$ cat src/rtl/phdet_pkg.sv
package phdet_pkg;

    parameter int ERR_W = 16;

    typedef enum logic {
        MODE_PF = 1'b0,
        MODE_NE = 1'b1
    } det_mode_e;

    typedef enum logic [1:0] {
        PF_IDLE      = 2'd0,
        PF_REF_FIRST = 2'd1,
        PF_FB_FIRST  = 2'd2
    } pf_state_e;

    typedef struct packed {
        logic                    valid;
        logic signed [ERR_W-1:0] err;
    } det_result_t;

    function automatic logic [ERR_W-1:0] inc_sat(input logic [ERR_W-1:0] v);
        return (&v) ? v : v + 1'b1;
    endfunction

    function automatic logic signed [ERR_W-1:0] sat_mag(
        input logic [ERR_W-1:0] mag,
        input logic [ERR_W-1:0] lim,
        input logic             neg
    );
        logic [ERR_W-1:0] m;
        m = (mag > lim) ? lim : mag;
        return neg ? -$signed(m) : $signed(m);
    endfunction

endpackage

$ cat src/rtl/phdet_edge_sync.sv
module phdet_edge_sync #(
    parameter int STAGES = 2
) (
    input  logic clk,
    input  logic rst,
    input  logic din,
    output logic pulse
);
    logic [STAGES-1:0] chain;
    logic              last;

    generate
        if (STAGES == 1) begin : g_one
            always_ff @(posedge clk) begin
                if (rst) chain <= '0;
                else     chain <= din;
            end
        end else begin : g_many
            always_ff @(posedge clk) begin
                if (rst) chain <= '0;
                else     chain <= {chain[STAGES-2:0], din};
            end
        end
    endgenerate

    always_ff @(posedge clk) begin
        if (rst) last <= 1'b0;
        else     last <= chain[STAGES-1];
    end

    assign pulse = chain[STAGES-1] & ~last;

    // an edge pulse lasts one clock
    a_r10_pulse_single: assert property (@(posedge clk) disable iff (rst)
        pulse |=> !pulse);

endmodule

$ cat src/rtl/phdet_mode_ctrl.sv
module phdet_mode_ctrl
    import phdet_pkg::*;
#(
    parameter bit NE_FIXED = 1'b0,
    parameter bit LOW_RATE = 1'b0
) (
    input  logic      clk,
    input  logic      rst,
    input  logic      ref_pulse,
    input  logic      lock_in,
    input  logic      mcpd_en,
    input  logic      force_pf,
    output det_mode_e mode_q,
    output det_mode_e mode_now,
    output logic      mode_chg
);
    localparam det_mode_e RST_MODE = (NE_FIXED && !LOW_RATE) ? MODE_NE : MODE_PF;

    logic ne_ok;

    generate
        if (LOW_RATE) begin : g_slow
            assign ne_ok = 1'b0;
        end else if (NE_FIXED) begin : g_fixed
            assign ne_ok = 1'b1;
        end else begin : g_auto
            assign ne_ok = lock_in & ~mcpd_en & ~force_pf;
        end
    endgenerate

    always_comb begin
        if (ref_pulse) mode_now = ne_ok ? MODE_NE : MODE_PF;
        else           mode_now = mode_q;
        mode_chg = (mode_now != mode_q);
    end

    always_ff @(posedge clk) begin
        if (rst) mode_q <= RST_MODE;
        else     mode_q <= mode_now;
    end

    // mode only moves on a reference edge
    a_r4_mode_on_ref_only: assert property (@(posedge clk) disable iff (rst)
        !ref_pulse |=> $stable(mode_q));
    // force keeps phase/frequency mode
    a_r5_force_keeps_pf: assert property (@(posedge clk) disable iff (rst)
        (ref_pulse && force_pf && !NE_FIXED) |=> (mode_q == MODE_PF));
    // lock loss returns to phase/frequency mode
    a_r6_lock_loss_pf: assert property (@(posedge clk) disable iff (rst)
        (ref_pulse && !lock_in && !NE_FIXED) |=> (mode_q == MODE_PF));
    // slow reference never uses nearest-edge mode
    a_r8_low_rate_pf: assert property (@(posedge clk) disable iff (rst)
        LOW_RATE |-> (mode_q == MODE_PF));

endmodule

$ cat src/rtl/phdet_miss_mon.sv
module phdet_miss_mon
    import phdet_pkg::*;
#(
    parameter int LIMIT = 60
) (
    input  logic clk,
    input  logic rst,
    input  logic ref_pulse,
    output logic miss_q,
    output logic miss_set
);
    localparam logic [ERR_W-1:0] LIM = ERR_W'(LIMIT);

    logic [ERR_W-1:0] gap_q;

    assign miss_set = !ref_pulse && (gap_q == LIM);

    always_ff @(posedge clk) begin
        if (rst) begin
            gap_q  <= '0;
            miss_q <= 1'b0;
        end else begin
            gap_q <= ref_pulse ? ERR_W'(1) : inc_sat(gap_q);
            if (ref_pulse)     miss_q <= 1'b0;
            else if (miss_set) miss_q <= 1'b1;
        end
    end

    // the flag drops on the next reference edge
    a_r9_clear_on_ref: assert property (@(posedge clk) disable iff (rst)
        ref_pulse |=> !miss_q);

endmodule

$ cat src/rtl/phdet_core.sv
module phdet_core
    import phdet_pkg::*;
#(
    parameter int PERIOD = 40
) (
    input  logic        clk,
    input  logic        rst,
    input  logic        ref_pulse,
    input  logic        fb_pulse,
    input  det_mode_e   mode_now,
    input  logic        mode_chg,
    input  logic        miss_q,
    input  logic        miss_set,
    output det_result_t res_q
);
    localparam logic [ERR_W-1:0]        FULL   = ERR_W'(PERIOD);
    localparam logic [ERR_W-1:0]        HALF   = ERR_W'(PERIOD / 2);
    localparam logic signed [ERR_W-1:0] FULL_S = ERR_W'(PERIOD);
    localparam logic signed [ERR_W-1:0] HALF_S = ERR_W'(PERIOD / 2);

    pf_state_e        pf_st, pf_st_n, pf_cur;
    logic [ERR_W-1:0] pf_cnt, pf_cnt_n;
    logic             ne_wait, ne_wait_n, ne_live;
    logic [ERR_W-1:0] ne_cnt, ne_cnt_n;
    logic [ERR_W-1:0] ne_past, ne_past_n;
    logic [ERR_W-1:0] fb_age, age_now;
    logic             blocked;
    det_result_t      res_n;

    assign age_now = fb_pulse ? '0 : fb_age;
    assign blocked = miss_set || (miss_q && !ref_pulse);

    always_comb begin
        pf_st_n   = pf_st;
        pf_cnt_n  = inc_sat(pf_cnt);
        ne_wait_n = ne_wait;
        ne_cnt_n  = inc_sat(ne_cnt);
        ne_past_n = ne_past;
        res_n     = '{valid: 1'b0, err: res_q.err};
        pf_cur    = mode_chg ? PF_IDLE : pf_st;
        ne_live   = ne_wait && !mode_chg;

        if (blocked) begin
            pf_st_n   = PF_IDLE;
            ne_wait_n = 1'b0;
        end else if (mode_now == MODE_PF) begin
            ne_wait_n = 1'b0;
            pf_st_n   = pf_cur;
            if (ref_pulse && fb_pulse) begin
                res_n   = '{valid: 1'b1, err: '0};
                pf_st_n = PF_IDLE;
            end else if (ref_pulse) begin
                case (pf_cur)
                    PF_FB_FIRST: begin
                        res_n   = '{valid: 1'b1, err: sat_mag(pf_cnt, FULL, 1'b1)};
                        pf_st_n = PF_IDLE;
                    end
                    PF_REF_FIRST: begin
                        res_n    = '{valid: 1'b1, err: sat_mag(FULL, FULL, 1'b0)};
                        pf_cnt_n = ERR_W'(1);
                    end
                    default: begin
                        pf_st_n  = PF_REF_FIRST;
                        pf_cnt_n = ERR_W'(1);
                    end
                endcase
            end else if (fb_pulse) begin
                case (pf_cur)
                    PF_REF_FIRST: begin
                        res_n   = '{valid: 1'b1, err: sat_mag(pf_cnt, FULL, 1'b0)};
                        pf_st_n = PF_IDLE;
                    end
                    PF_FB_FIRST: begin
                        res_n    = '{valid: 1'b1, err: sat_mag(FULL, FULL, 1'b1)};
                        pf_cnt_n = ERR_W'(1);
                    end
                    default: begin
                        pf_st_n  = PF_FB_FIRST;
                        pf_cnt_n = ERR_W'(1);
                    end
                endcase
            end
        end else begin
            pf_st_n = PF_IDLE;
            if (ref_pulse) begin
                if (age_now == '0) begin
                    res_n     = '{valid: 1'b1, err: '0};
                    ne_wait_n = 1'b0;
                end else begin
                    ne_wait_n = 1'b1;
                    ne_cnt_n  = ERR_W'(1);
                    ne_past_n = age_now;
                end
            end else if (ne_live) begin
                if (fb_pulse && (ne_cnt < ne_past)) begin
                    res_n     = '{valid: 1'b1, err: sat_mag(ne_cnt, HALF, 1'b0)};
                    ne_wait_n = 1'b0;
                end else if (ne_cnt >= ne_past) begin
                    res_n     = '{valid: 1'b1, err: sat_mag(ne_past, HALF, 1'b1)};
                    ne_wait_n = 1'b0;
                end
            end
        end
    end

    always_ff @(posedge clk) begin
        if (rst) begin
            pf_st   <= PF_IDLE;
            pf_cnt  <= '0;
            ne_wait <= 1'b0;
            ne_cnt  <= '0;
            ne_past <= '0;
            fb_age  <= '1;
            res_q   <= '0;
        end else begin
            pf_st   <= pf_st_n;
            pf_cnt  <= pf_cnt_n;
            ne_wait <= ne_wait_n;
            ne_cnt  <= ne_cnt_n;
            ne_past <= ne_past_n;
            fb_age  <= fb_pulse ? ERR_W'(1) : inc_sat(fb_age);
            res_q   <= res_n;
        end
    end

    // no result exceeds one full period
    a_r1_full_bound: assert property (@(posedge clk) disable iff (rst)
        res_q.valid |-> (res_q.err <= FULL_S && res_q.err >= -FULL_S));
    // nearest-edge results stay within half a period
    a_r2_half_bound: assert property (@(posedge clk) disable iff (rst)
        (mode_now == MODE_NE && !blocked) |=>
            (!res_q.valid || (res_q.err <= HALF_S && res_q.err >= -HALF_S)));
    // nothing is reported while a reference edge is missing
    a_r9_no_result_when_missing: assert property (@(posedge clk) disable iff (rst)
        miss_q |-> !res_q.valid);
    // the error output holds while a reference edge is missing
    a_r9_hold_when_missing: assert property (@(posedge clk) disable iff (rst)
        miss_q |-> $stable(res_q.err));

endmodule

$ cat src/rtl/phdet_dual.sv
module phdet_dual
    import phdet_pkg::*;
#(
    parameter int REF_PERIOD    = 40,
    parameter int LOWRATE_TICKS = 25000,
    parameter bit NE_FIXED      = 1'b0,
    parameter int SYNC_STAGES   = 2
) (
    input  logic                    clk,
    input  logic                    rst,
    input  logic                    ref_clk_in,
    input  logic                    fb_clk_in,
    input  logic                    lock_in,
    input  logic                    mcpd_en,
    input  logic                    force_pf,
    output logic signed [ERR_W-1:0] phase_err,
    output logic                    err_up,
    output logic                    err_valid,
    output logic                    ne_mode,
    output logic                    miss_flag
);
    localparam bit LOW_RATE   = (REF_PERIOD >= LOWRATE_TICKS);
    localparam int MISS_LIMIT = REF_PERIOD + REF_PERIOD / 2;

    logic        ref_pulse, fb_pulse;
    det_mode_e   mode_q, mode_now;
    logic        mode_chg;
    logic        miss_q, miss_set;
    det_result_t res;

    phdet_edge_sync #(.STAGES(SYNC_STAGES)) u_ref_sync (
        .clk(clk), .rst(rst), .din(ref_clk_in), .pulse(ref_pulse));

    phdet_edge_sync #(.STAGES(SYNC_STAGES)) u_fb_sync (
        .clk(clk), .rst(rst), .din(fb_clk_in), .pulse(fb_pulse));

    phdet_mode_ctrl #(.NE_FIXED(NE_FIXED), .LOW_RATE(LOW_RATE)) u_mode (
        .clk(clk), .rst(rst), .ref_pulse(ref_pulse), .lock_in(lock_in),
        .mcpd_en(mcpd_en), .force_pf(force_pf), .mode_q(mode_q),
        .mode_now(mode_now), .mode_chg(mode_chg));

    phdet_miss_mon #(.LIMIT(MISS_LIMIT)) u_miss (
        .clk(clk), .rst(rst), .ref_pulse(ref_pulse),
        .miss_q(miss_q), .miss_set(miss_set));

    phdet_core #(.PERIOD(REF_PERIOD)) u_core (
        .clk(clk), .rst(rst), .ref_pulse(ref_pulse), .fb_pulse(fb_pulse),
        .mode_now(mode_now), .mode_chg(mode_chg), .miss_q(miss_q),
        .miss_set(miss_set), .res_q(res));

    assign phase_err = res.err;
    assign err_valid = res.valid;
    assign err_up    = !res.err[ERR_W-1] && (res.err != '0);
    assign ne_mode   = (mode_q == MODE_NE);
    assign miss_flag = miss_q;

    // a sign flag only accompanies a positive error
    a_r3_sign_matches: assert property (@(posedge clk) disable iff (rst)
        err_up |-> (phase_err > 0));

endmodule

$ cat config.mk
export PLATFORM = sky130hd
export DESIGN_NAME = phdet_dual
export DESIGN_NICKNAME = d
export VERILOG_FILES = /design/src/rtl/phdet_pkg.sv /design/src/rtl/phdet_edge_sync.sv /design/src/rtl/phdet_mode_ctrl.sv /design/src/rtl/phdet_miss_mon.sv /design/src/rtl/phdet_core.sv /design/src/rtl/phdet_dual.sv
export SDC_FILE = /design/constraint.sdc
export NUM_CORES = 1
export LEC_CHECK = 0
export BUFFER_PORTS_ARGS = -buffer_cell sky130_fd_sc_hd__buf_2
export CAP_MARGIN = 20
export CORE_MARGIN = 4
export CORE_UTILIZATION = 50
export CTS_CLUSTER_DIAMETER = 80
export CTS_CLUSTER_SIZE = 40
export DETAILED_ROUTE_END_ITERATION = 6
export HOLD_SLACK_MARGIN = 0.06
export PLACE_DENSITY_LB_ADDON = 0.3
export SLEW_MARGIN = 10
export SYNTH_ARGS = -nofsm -noshare
export SYNTH_HDL_FRONTEND = slang
export SYNTH_SLANG_ARGS = --single-unit
$ cat constraint.sdc
create_clock -name clk -period 4.5 [get_ports clk]
set_clock_uncertainty 0.1 [all_clocks]
set_input_delay 0.225 -clock clk [delete_from_list [all_inputs] [get_ports clk]]
set_output_delay 0.225 -clock clk [all_outputs]
set_load 0.1 [all_outputs]
==> flow_metrics.py, run 1 <==
metrics = {
    "synthesis": {
        "synth-edff-count": 0,
        "synthTopCellsByCount": "dfxtp_1 (108), nand2_1 (66), nor2_1 (63), a21oi_1 (61), nand3_1 (51)",
        "yosys_register_bits": 108,
        "yosysWarnings": 0,
        "syn_nets": 760,
        "yosysMostFrequentCell": "dfxtp_1",
        "avgSynthCellArea_um2": 8.27,
        "synth_area_leaders": "dfxtp_1 (36%), ha_1 (6.1%), a21oi_1 (5.1%)",
        "yosysSeqAreaShare": 0.361,
        "syn-cell-area_mm2": 0.00599,
        "synthCells": 724,
        "async_reset_ff_frac": 0,
        "synth_top_cell_by_area": "dfxtp_1",
        "yosysUniqueCellTypes": 69,
        "ys.flop_type": "dfxtp_1",
        "synth_top_area_share": 0.361,
    },
    "floorplan": {
        "die_y_um": 117,
        "ioPinCount": 27,
        "die_w_um": 117,
        "rows": 39,
        "die_area_mm2": 0.0138,
        "start_util": 0.518,
        "coreArea_mm2": 0.0116,
    },
    "timing": {
        "tightestPinTransition_ps": 916,
        "hold_slack_ps": 325,
        "period_minus_slack_ps": 3550,
        "setup_viol": 0,
        "rsz0062_at_grt": "no",
        "slew_viol_final": 0,
        "period_share": 0.788,
        "slew_headroom": 0.389,
        "tns_ps": 0,
        "fmax_mhz": 282,
        "fin_ws_ps": 954,
        "finalHoldViolations": 0,
    },
    "cells_and_area": {
        "fin_nets": 763,
        "syn_to_final_growth_pct": 7.75,
        "insertedDiodeCount": 0,
        "finish.utilization": 0.558,
        "drive_gt1_frac": 0.0929,
        "fin_cells": 875,
    },
    "clock_tree": {
        "cts_max_level": 3,
        "numCtsBuffers": 9,
        "cts_buffer_depth": 2,
        "clock-sinks": 108,
        "cts_resized": 0,
        "cts.clk_slew.worst_paths_ps": 70,
        "insertion_delay_ps": 350,
        "cts_root_buf": "clkbuf_16",
        "tritoncts": "yes",
    },
    "global_route": {
        "grt_pass1_wl_um": 23800,
        "antenna_found_initial": 0,
        "grt_pass1_vias": 4974,
        "overflow": 0,
        "grt.total_usage": 0.203,
        "grt_max_degree": 46,
    },
    "pwr": {
        "irDropWorstVdd_v": 0.000212,
        "p_per_area_mw_per_mm2": 374,
        "leakage_nw": 2.32,
    },
    "routing": {
        "drt_iter0_markers": 388,
        "postRouteAntennaNets": 0,
        "avgViaCountPerCell": 5.96,
        "vias": 5216,
        "postRouteWirelength_um": 13700,
        "drtPass1Iterations": 5,
        "wire_per_inst_um": 15.7,
        "drc_errors": 0,
    },
    "place": {
        "gp_congestion": 0.908,
        "portBuffers": 26,
        "place_ws_ps": 1020,
        "dpl.hpwl_um": 10000,
        "placed_cells": 856,
    },
    "critical_path": {
        "crit_path_end_kind": "flop",
        "critPathLaunchType": "flop",
        "critical_path.max_fanout": 17,
        "cp.arrival_ps": 3670,
        "crit_required_ps": 4620,
        "setup.worst_path.class": "reg2reg",
    },
    "run_status": {
        "outcome": "complete, no violations",
    },
    "min_path": {
        "hold_path_class": "in2reg",
    },
    "run": {
        "cap_violations": 0,
    },
}
-- per-layer routing --
layer  track usage  up-vias  wire, um
met4        0.0623        0       206
met1         0.269     2446      6360
li1              -     2633         -
met3        0.0472       18       670
met5             0        -         0
met2         0.332      119      6490
-- state kept, by name (all words and copies together) (netlist names) --
name / flops
u_core.pf_st: 2
u_fb_sync.chain: 2
u_core.ne_wait: 1
u_core.fb_age: 16
u_fb_sync.last: 1
u_core.ne_past: 16
u_core.pf_cnt: 16
u_miss.miss_q: 1
u_ref_sync.last: 1
u_core.res_q: 17
u_mode.mode_q: 1
u_core.ne_cnt: 16
u_ref_sync.chain: 2
u_miss.gap_q: 16
-- stage by stage --
stage | area [um2] | total power, mW
global placement | 6140 | 1.64
floorplan | 5990 | 1.55
CTS | 6450 | 2.43
finish | 6450 | 2.41
global route | 6450 | 2.54
detailed placement | 6140 | 1.65
-- critical path, cell delays in order (launching register included) --
cell       delay (ps)
dfxtp_1           310
nand2b_1          440
o21ai_0           560
inv_1             160
ha_1              420
nand2b_1          210
nor3_1             60
o21ai_0           410
o2111ai_1         210
a211oi_2          440
nor3_1            110
-- what timing repair did --
| item | in CTS | in global routing |
|---|---|---|
| hold buffers | 2 | 0 |
| buffers inserted | 0 | 0 |
| endpoints found under the hold margin | 2 | 0 |
-- area by class of cell --
class,count,area [um2]
Fill cell,1079,5110
Multi-Input combinational cell,548,3540
Inverter,29,109
Tap cell,143,179
Timing Repair Buffer,31,170
Clock buffer,9,225
Sequential cell,108,2160
Clock inverter,7,66.3
-- cell usage in the layout (no fill, tap or decap), types with 26 or more instances in the layout --
cell type / count
dfxtp_1: 108
nand2_1: 66
nor2_1: 63
a21oi_1: 61
nand3_1: 51
ha_1: 29
inv_1: 28
xor2_1: 26
buf_2: 26
-- power by group --
part	total [mW]	leakage (nW)	switching, mW	internal [mW]
sequential	1.14	0.879	0.109	1.03
combinational	0.500	1.29	0.322	0.179
clock	0.772	0.144	0.381	0.390
total	2.41	2.32	0.812	1.60
-- path summary, 6_finish.rpt --
kind,start,to,slack [ps],cells past startpoint
worst max-delay path,u_ref_sync.last$_SDFF_PP0_,u_core.res_q[10]$_SDFFE_PP0P_,950,10
worst min-delay path,rst,u_fb_sync.chain[1]$_SDFF_PP0_,320,3
worst max register to register,u_ref_sync.last$_SDFF_PP0_,u_core.res_q[10]$_SDFFE_PP0P_,950,10
worst min register to register,u_fb_sync.chain[0]$_SDFF_PP0_,u_fb_sync.chain[1]$_SDFF_PP0_,360,1
-- kinds of logic after synthesis --
logic type / share of synthesized area
compound gates: 0.160
xor+xnor: 0.0687
fa+ha+maj: 0.0606
buf+inv: 0.0487
flops: 0.361
mux: 0.0167
simple gates: 0.284
Note: power is estimated with default switching activity, not from simulation.
==> inputs of run 2 (changes only) <==
clock period = 2.9 ns   (was 4.5 ns; I/O delays follow)
==> run 2 against run 1 <==
Setup slack lost 800 ps. Maximum frequency increased by 29%. Flip-flop and latch count unchanged. Register-to-register slack worse by 800 ps. Critical path type unchanged.
==> flow_metrics.py, run 2 (synthesized netlist as in run 1, its figures left out) <==
metrics = {
    "run_status": {
        "outcome": "complete, no violations",
    },
    "pwr": {
        "p_per_area_mw_per_mm2": 581,
        "irDropWorstVdd_v": 0.000310,
        "clockPowerShare": 0.332,
        "seqPwrFrac": 0.459,
        "p_comb_frac": 0.209,
        "leakage_nw": 2.41,
        "p_sw_frac": 0.332,
        "p_sw_mw": 1.27,
        "p_int_mw": 2.57,
    },
    "timing": {
        "period_share": 0.946,
        "fmax_mhz": 364,
        "tightestPinTransition_ps": 618,
        "hold_slack_ps": 103,
        "slew_viol_final": 0,
        "period_minus_slack_ps": 2740,
        "setup_viol": 0,
        "finalHoldViolations": 0,
        "slew_headroom": 0.585,
    },
    "routing": {
        "postRouteAntennaNets": 0,
        "wl_met3_um": 636,
        "avgViaCountPerCell": 5.94,
        "vias": 5299,
        "drt_iter0_markers": 491,
        "m1WireLength_um": 6590,
        "wire_per_inst_um": 16.0,
        "postRouteWirelength_um": 14300,
        "highest_layer": "met4",
        "met2WireLength_um": 6760,
        "drtPass1Iterations": 5,
        "drc_errors": 0,
    },
    "min_path": {
        "holdPathEnd": "u_fb_sync.chain[1]$_SDFF_PP0_",
        "hold_path_class": "in2reg",
        "min_delay_path_depth": 2,
        "hp-start": "rst",
    },
    "critical_path": {
        "setup.worst_path.class": "reg2reg",
        "crit_path_end_kind": "flop",
        "critPathLaunchType": "flop",
        "path_buf_inv": 0,
        "critPathTopFamily": "simple AND/OR/NAND/NOR gates",
        "crit_required_ps": 3070,
        "reg2regPathDepth": 9,
        "r2r_end": "u_core.res_q[4]$_SDFFE_PP0P_",
        "worstPathCellList": "nor4_2 > and3_1 > o211ai_1 > ha_1 > nor4b_2 > a21o_1 > a32oi_1 > a22oi_1 > a311oi_1",
        "regToRegSetupSlack_ps": 160,
        "max_stage_delay_ps": 410,
        "critical_path.max_fanout": 6,
        "rr_startpoint": "u_core.pf_cnt[9]$_SDFF_PP0_",
        "slowest_stage": "nor4_2",
        "cp.arrival_ps": 2910,
    },
    "clock_tree": {
        "tritoncts": "yes",
        "numCtsBuffers": 9,
        "clock-sinks": 108,
        "cts_buffer_depth": 2,
        "insertion_delay_ps": 360,
        "cts_root_buf": "clkbuf_16",
        "cts_max_level": 3,
        "cts.clk_slew.worst_paths_ps": 70,
    },
    "cells_and_area": {
        "fin_cells": 892,
        "mostFrequentLayoutCells": "dfxtp_1 (107), nand2_1 (66), nor2_1 (63)",
        "largest_reg_flops": 17,
        "fin_nets": 780,
        "finish.utilization": 0.572,
        "fillers": 1065,
        "largest_register": "u_core.res_q",
        "syn_to_final_growth_pct": 10.6,
        "final_common_cell": "dfxtp_1",
        "drive_gt1_frac": 0.119,
        "insertedDiodeCount": 0,
    },
    "floorplan": {
        "start_util": 0.518,
        "die_area_mm2": 0.0138,
        "die_w_um": 117,
        "die_y_um": 117,
        "ioPinCount": 27,
        "rows": 39,
        "coreArea_mm2": 0.0116,
    },
    "run": {
        "cap_violations": 0,
    },
    "global_route": {
        "antenna_found_initial": 0,
        "grt_pass1_wl_um": 24500,
        "overflow": 0,
        "grt_max_degree": 25,
        "grt_pass1_vias": 5027,
        "grt.total_usage": 0.210,
    },
    "place": {
        "portBuffers": 26,
        "placed_cells": 874,
        "dpl.hpwl_um": 10600,
        "gp_congestion": 0.898,
    },
}
## run 2: changes by cell type in the layout (fill, tap and decap cells not counted), moves of 2 or more
| cell | delta |
|---|---|
| buf_4 | +18 |
| o21ai_0 | -3 |
| o21ai_1 | +3 |
| clkinv_4 | -2 |
## run 2: stage by stage
stage / setup TNS [ps] / worst slack [ps] / cell area [um2] / total power, mW
floorplan: 0 / 34.7 / 6000 / 2.41
global placement: 0 / 222 / 6280 / 2.56
detailed placement: 0 / 112 / 6280 / 2.58
CTS: 0 / 149 / 6610 / 3.86
global route: -53.2 / -17.1 / 6620 / 4.03
finish: 0 / 155 / 6620 / 3.84
## run 2: worst max-delay path by stage
stage | from | to | cells past startpoint
finish | u_core.pf_cnt[9]$_SDFF_PP0_ | u_core.res_q[4]$_SDFFE_PP0P_ | 9
detailed placement | mcpd_en | u_core.res_q[6]$_SDFFE_PP0P_ | 12
floorplan | u_mode.mode_q$_SDFF_PP0_ | u_core.res_q[4]$_SDFFE_PP0P_ | 13
global route | u_core.pf_cnt[0]$_SDFF_PP0_ | u_core.res_q[6]$_SDFFE_PP0P_ | 12
CTS | u_core.pf_cnt[0]$_SDFF_PP0_ | u_core.res_q[6]$_SDFFE_PP0P_ | 12
global placement | mcpd_en | u_core.res_q[5]$_SDFFE_PP0P_ | 12
## run 2: area by class of cell
cell class | instances | area (um2) | share of cell area
inverters | 29 | 109 | 0.0164
clock inverters | 7 | 82.6 | 0.0125
repair buffers | 48 | 300 | 0.0454
multi-input cells | 548 | 3560 | 0.538
well taps | 143 | 179 | 0.0270
clock buffers | 9 | 225 | 0.0340
flip-flops and latches | 108 | 2170 | 0.327
## run 2: power groups by stage
stage	registers, mW	logic (mW)	clock network [mW]
after floorplan	1.84	0.571	0
after global placement	1.79	0.767	0
after detailed placement	1.79	0.790	0
after CTS	1.76	0.798	1.31
after global routing	1.78	0.888	1.36
final	1.76	0.803	1.28
## run 2: layer usage
metal / track usage / up-vias
li1: - / 2659
met5: 0 / -
met2: 0.345 / 140
met1: 0.276 / 2475
met3: 0.0423 / 25
met4: 0.0740 / 0
## run 2: what timing repair did
action / 4_1_cts / 5_1_grt
gates resized for setup: 0 / 4
hold buffers: 2 / 0
hold endpoints to repair: 2 / 0
setup endpoints to repair: 0 / 13
setup buffers: 0 / 0
==> inputs of run 3 (changes only) <==
CORE_UTILIZATION = 55   (was 50)
==> run 3 against run 2 <==
Sequential share of layout area is 0.41 points higher. Via count is 2.1% higher. Sequential power hardly changed. Register-to-register slack better by 30 ps. Combinational power hardly changed. Non-clock buffer count is 8 higher. Total power is 11% lower. Highest routed layer unchanged.
==> flow_metrics.py, run 3 (synthesized netlist as in run 1, its figures left out) <==
metrics = {
    "run": {
        "cap_violations": 0,
    },
    "place": {
        "gp_congestion": 0.881,
        "place_ws_ps": 158,
        "placed_cells": 873,
        "dpl.hpwl_um": 10400,
        "portBuffers": 26,
    },
    "cells_and_area": {
        "largest_register": "u_core.res_q",
        "multi_input_area_mm2": 0.00355,
        "fin_cells": 893,
        "seqCellArea_mm2": 0.00217,
        "mostFrequentLayoutCells": "dfxtp_1 (107), nand2_1 (66), nor2_1 (63)",
        "insertedDiodeCount": 0,
        "fillers": 932,
        "drive_gt1_frac": 0.124,
        "final_common_cell": "dfxtp_1",
        "fin_nets": 788,
        "syn_to_final_growth_pct": 9.19,
        "largest_reg_flops": 17,
    },
    "clock_tree": {
        "cts_max_level": 3,
        "cts_buffer_depth": 2,
        "insertion_delay_ps": 380,
        "tritoncts": "yes",
        "cts.clk_slew.worst_paths_ps": 100,
        "numCtsBuffers": 9,
        "clock-sinks": 108,
        "cts_root_buf": "clkbuf_8",
    },
    "global_route": {
        "grt_pass1_wl_um": 24000,
        "grt.total_usage": 0.226,
        "grt_pass1_vias": 4979,
        "antenna_found_initial": 0,
        "overflow": 0,
        "grt_max_degree": 38,
    },
    "routing": {
        "wire_per_inst_um": 15.8,
        "drtPass1Iterations": 5,
        "avgViaCountPerCell": 6.06,
        "postRouteWirelength_um": 14100,
        "drt_iter0_markers": 478,
        "postRouteAntennaNets": 0,
        "drc_errors": 0,
        "vias": 5411,
    },
    "critical_path": {
        "startpoint": "u_core.pf_cnt[0]$_SDFF_PP0_",
        "slowest_stage": "nor4b_1",
        "rr_startpoint": "u_core.pf_cnt[0]$_SDFF_PP0_",
        "crit_path_end_kind": "flop",
        "path_buf_inv": 2,
        "critical_path.max_fanout": 5,
        "setup.worst_path.class": "reg2reg",
        "crit_required_ps": 3070,
        "critPathTopFamily": "compound AO/OA/AOI/OAI gates",
        "worstPathCellList": "inv_1 > ha_1 > nand2b_1 > a21oi_1 > o211ai_1 > ha_1 > nor4b_1 > nand4_1 > a21oi_1 > o2111ai_1 > a211oi_2 > buf_4 > nor3_1",
        "max_stage_delay_ps": 370,
        "critPathLaunchType": "flop",
        "cp.arrival_ps": 2890,
    },
    "timing": {
        "fin_ws_ps": 181,
        "fmax_mhz": 368,
        "tns_ps": 0,
        "period_share": 0.938,
        "tightestPinTransition_ps": 596,
        "slew_viol_final": 0,
        "slew_headroom": 0.599,
        "finalHoldViolations": 0,
        "setup_viol": 0,
        "period_minus_slack_ps": 2720,
    },
    "pwr": {
        "leakage_nw": 2.39,
        "irDropWorstVdd_v": 0.000364,
        "p_per_area_mw_per_mm2": 525,
    },
    "run_status": {
        "outcome": "complete, no violations",
    },
    "min_path": {
        "hold_path_class": "reg2reg",
        "hp-start": "u_fb_sync.chain[0]$_SDFF_PP0_",
    },
    "floorplan": {
        "die_w_um": 112,
        "die_y_um": 112,
        "rows": 37,
        "ioPinCount": 27,
        "start_util": 0.572,
        "die_area_mm2": 0.0126,
        "coreArea_mm2": 0.0105,
    },
}
[run 3: where the power goes]
| part | internal (mW) | switching, mW | leakage [nW] |
|---|---|---|---|
| Combinational | 0.294 | 0.509 | 1.42 |
| Clock | 0.326 | 0.547 | 0.0872 |
| Sequential | 1.60 | 0.162 | 0.880 |
[run 3: through the flow]
step / hold slack, ps / power, mW / instance area (um2) / util
after floorplan: 173 / 2.41 / 6000 / -
after global placement: 257 / 2.55 / 6320 / 0.604
after detailed placement: 274 / 2.58 / 6320 / 0.604
after CTS: 356 / 3.45 / 6530 / 0.624
after global routing: 371 / 3.61 / 6540 / 0.625
final: 359 / 3.43 / 6540 / 0.625
[run 3: timing repair]
| item | CTS | global route |
|---|---|---|
| hold buffers | 3 | 0 |
| resized for setup | 0 | 1 |
| setup buffers | 0 | 1 |
| hold endpoints to repair | 8 | 0 |
| endpoints found under the setup margin | 0 | 6 |
[run 3: routing by layer]
| metal | part of all wire | global-route usage | up-vias |
|---|---|---|---|
| met5 | 0 | 0 | - |
| li1 | - | - | 2667 |
| met3 | 0.048 | 0.0458 | 19 |
| met1 | 0.47 | 0.304 | 2577 |
| met2 | 0.47 | 0.365 | 148 |
| met4 | 0.017 | 0.0745 | 0 |
[run 3: worst register-to-register path: cells and delay by family (launching register included)]
family | cells | cell delay, ps
flip-flops | 1 | 340
buffers and inverters | 2 | 230
adder cells (fa/ha/maj) | 2 | 420
AO/OA/AOI/OAI | 5 | 850
AND/OR/NAND/NOR | 4 | 650
[run 3: cell type report]
type                            instances  area share
Tap cell                              136      0.0260
Clock inverter                          7     0.00899
Sequential cell                       108       0.331
Timing Repair Buffer                   56      0.0555
Clock buffer                            9      0.0189
Multi-Input combinational cell        548       0.543
Inverter                               29      0.0166
[run 3: worst paths after layout]
path / end / slack [ps] / cells after the start
setup / recovery: u_core.res_q[6]$_SDFFE_PP0P_ / 180 / 13
hold reg to reg: u_fb_sync.chain[1]$_SDFF_PP0_ / 360 / 1
setup reg to reg: u_core.res_q[6]$_SDFFE_PP0P_ / 180 / 13
hold / removal: u_fb_sync.chain[1]$_SDFF_PP0_ / 360 / 1
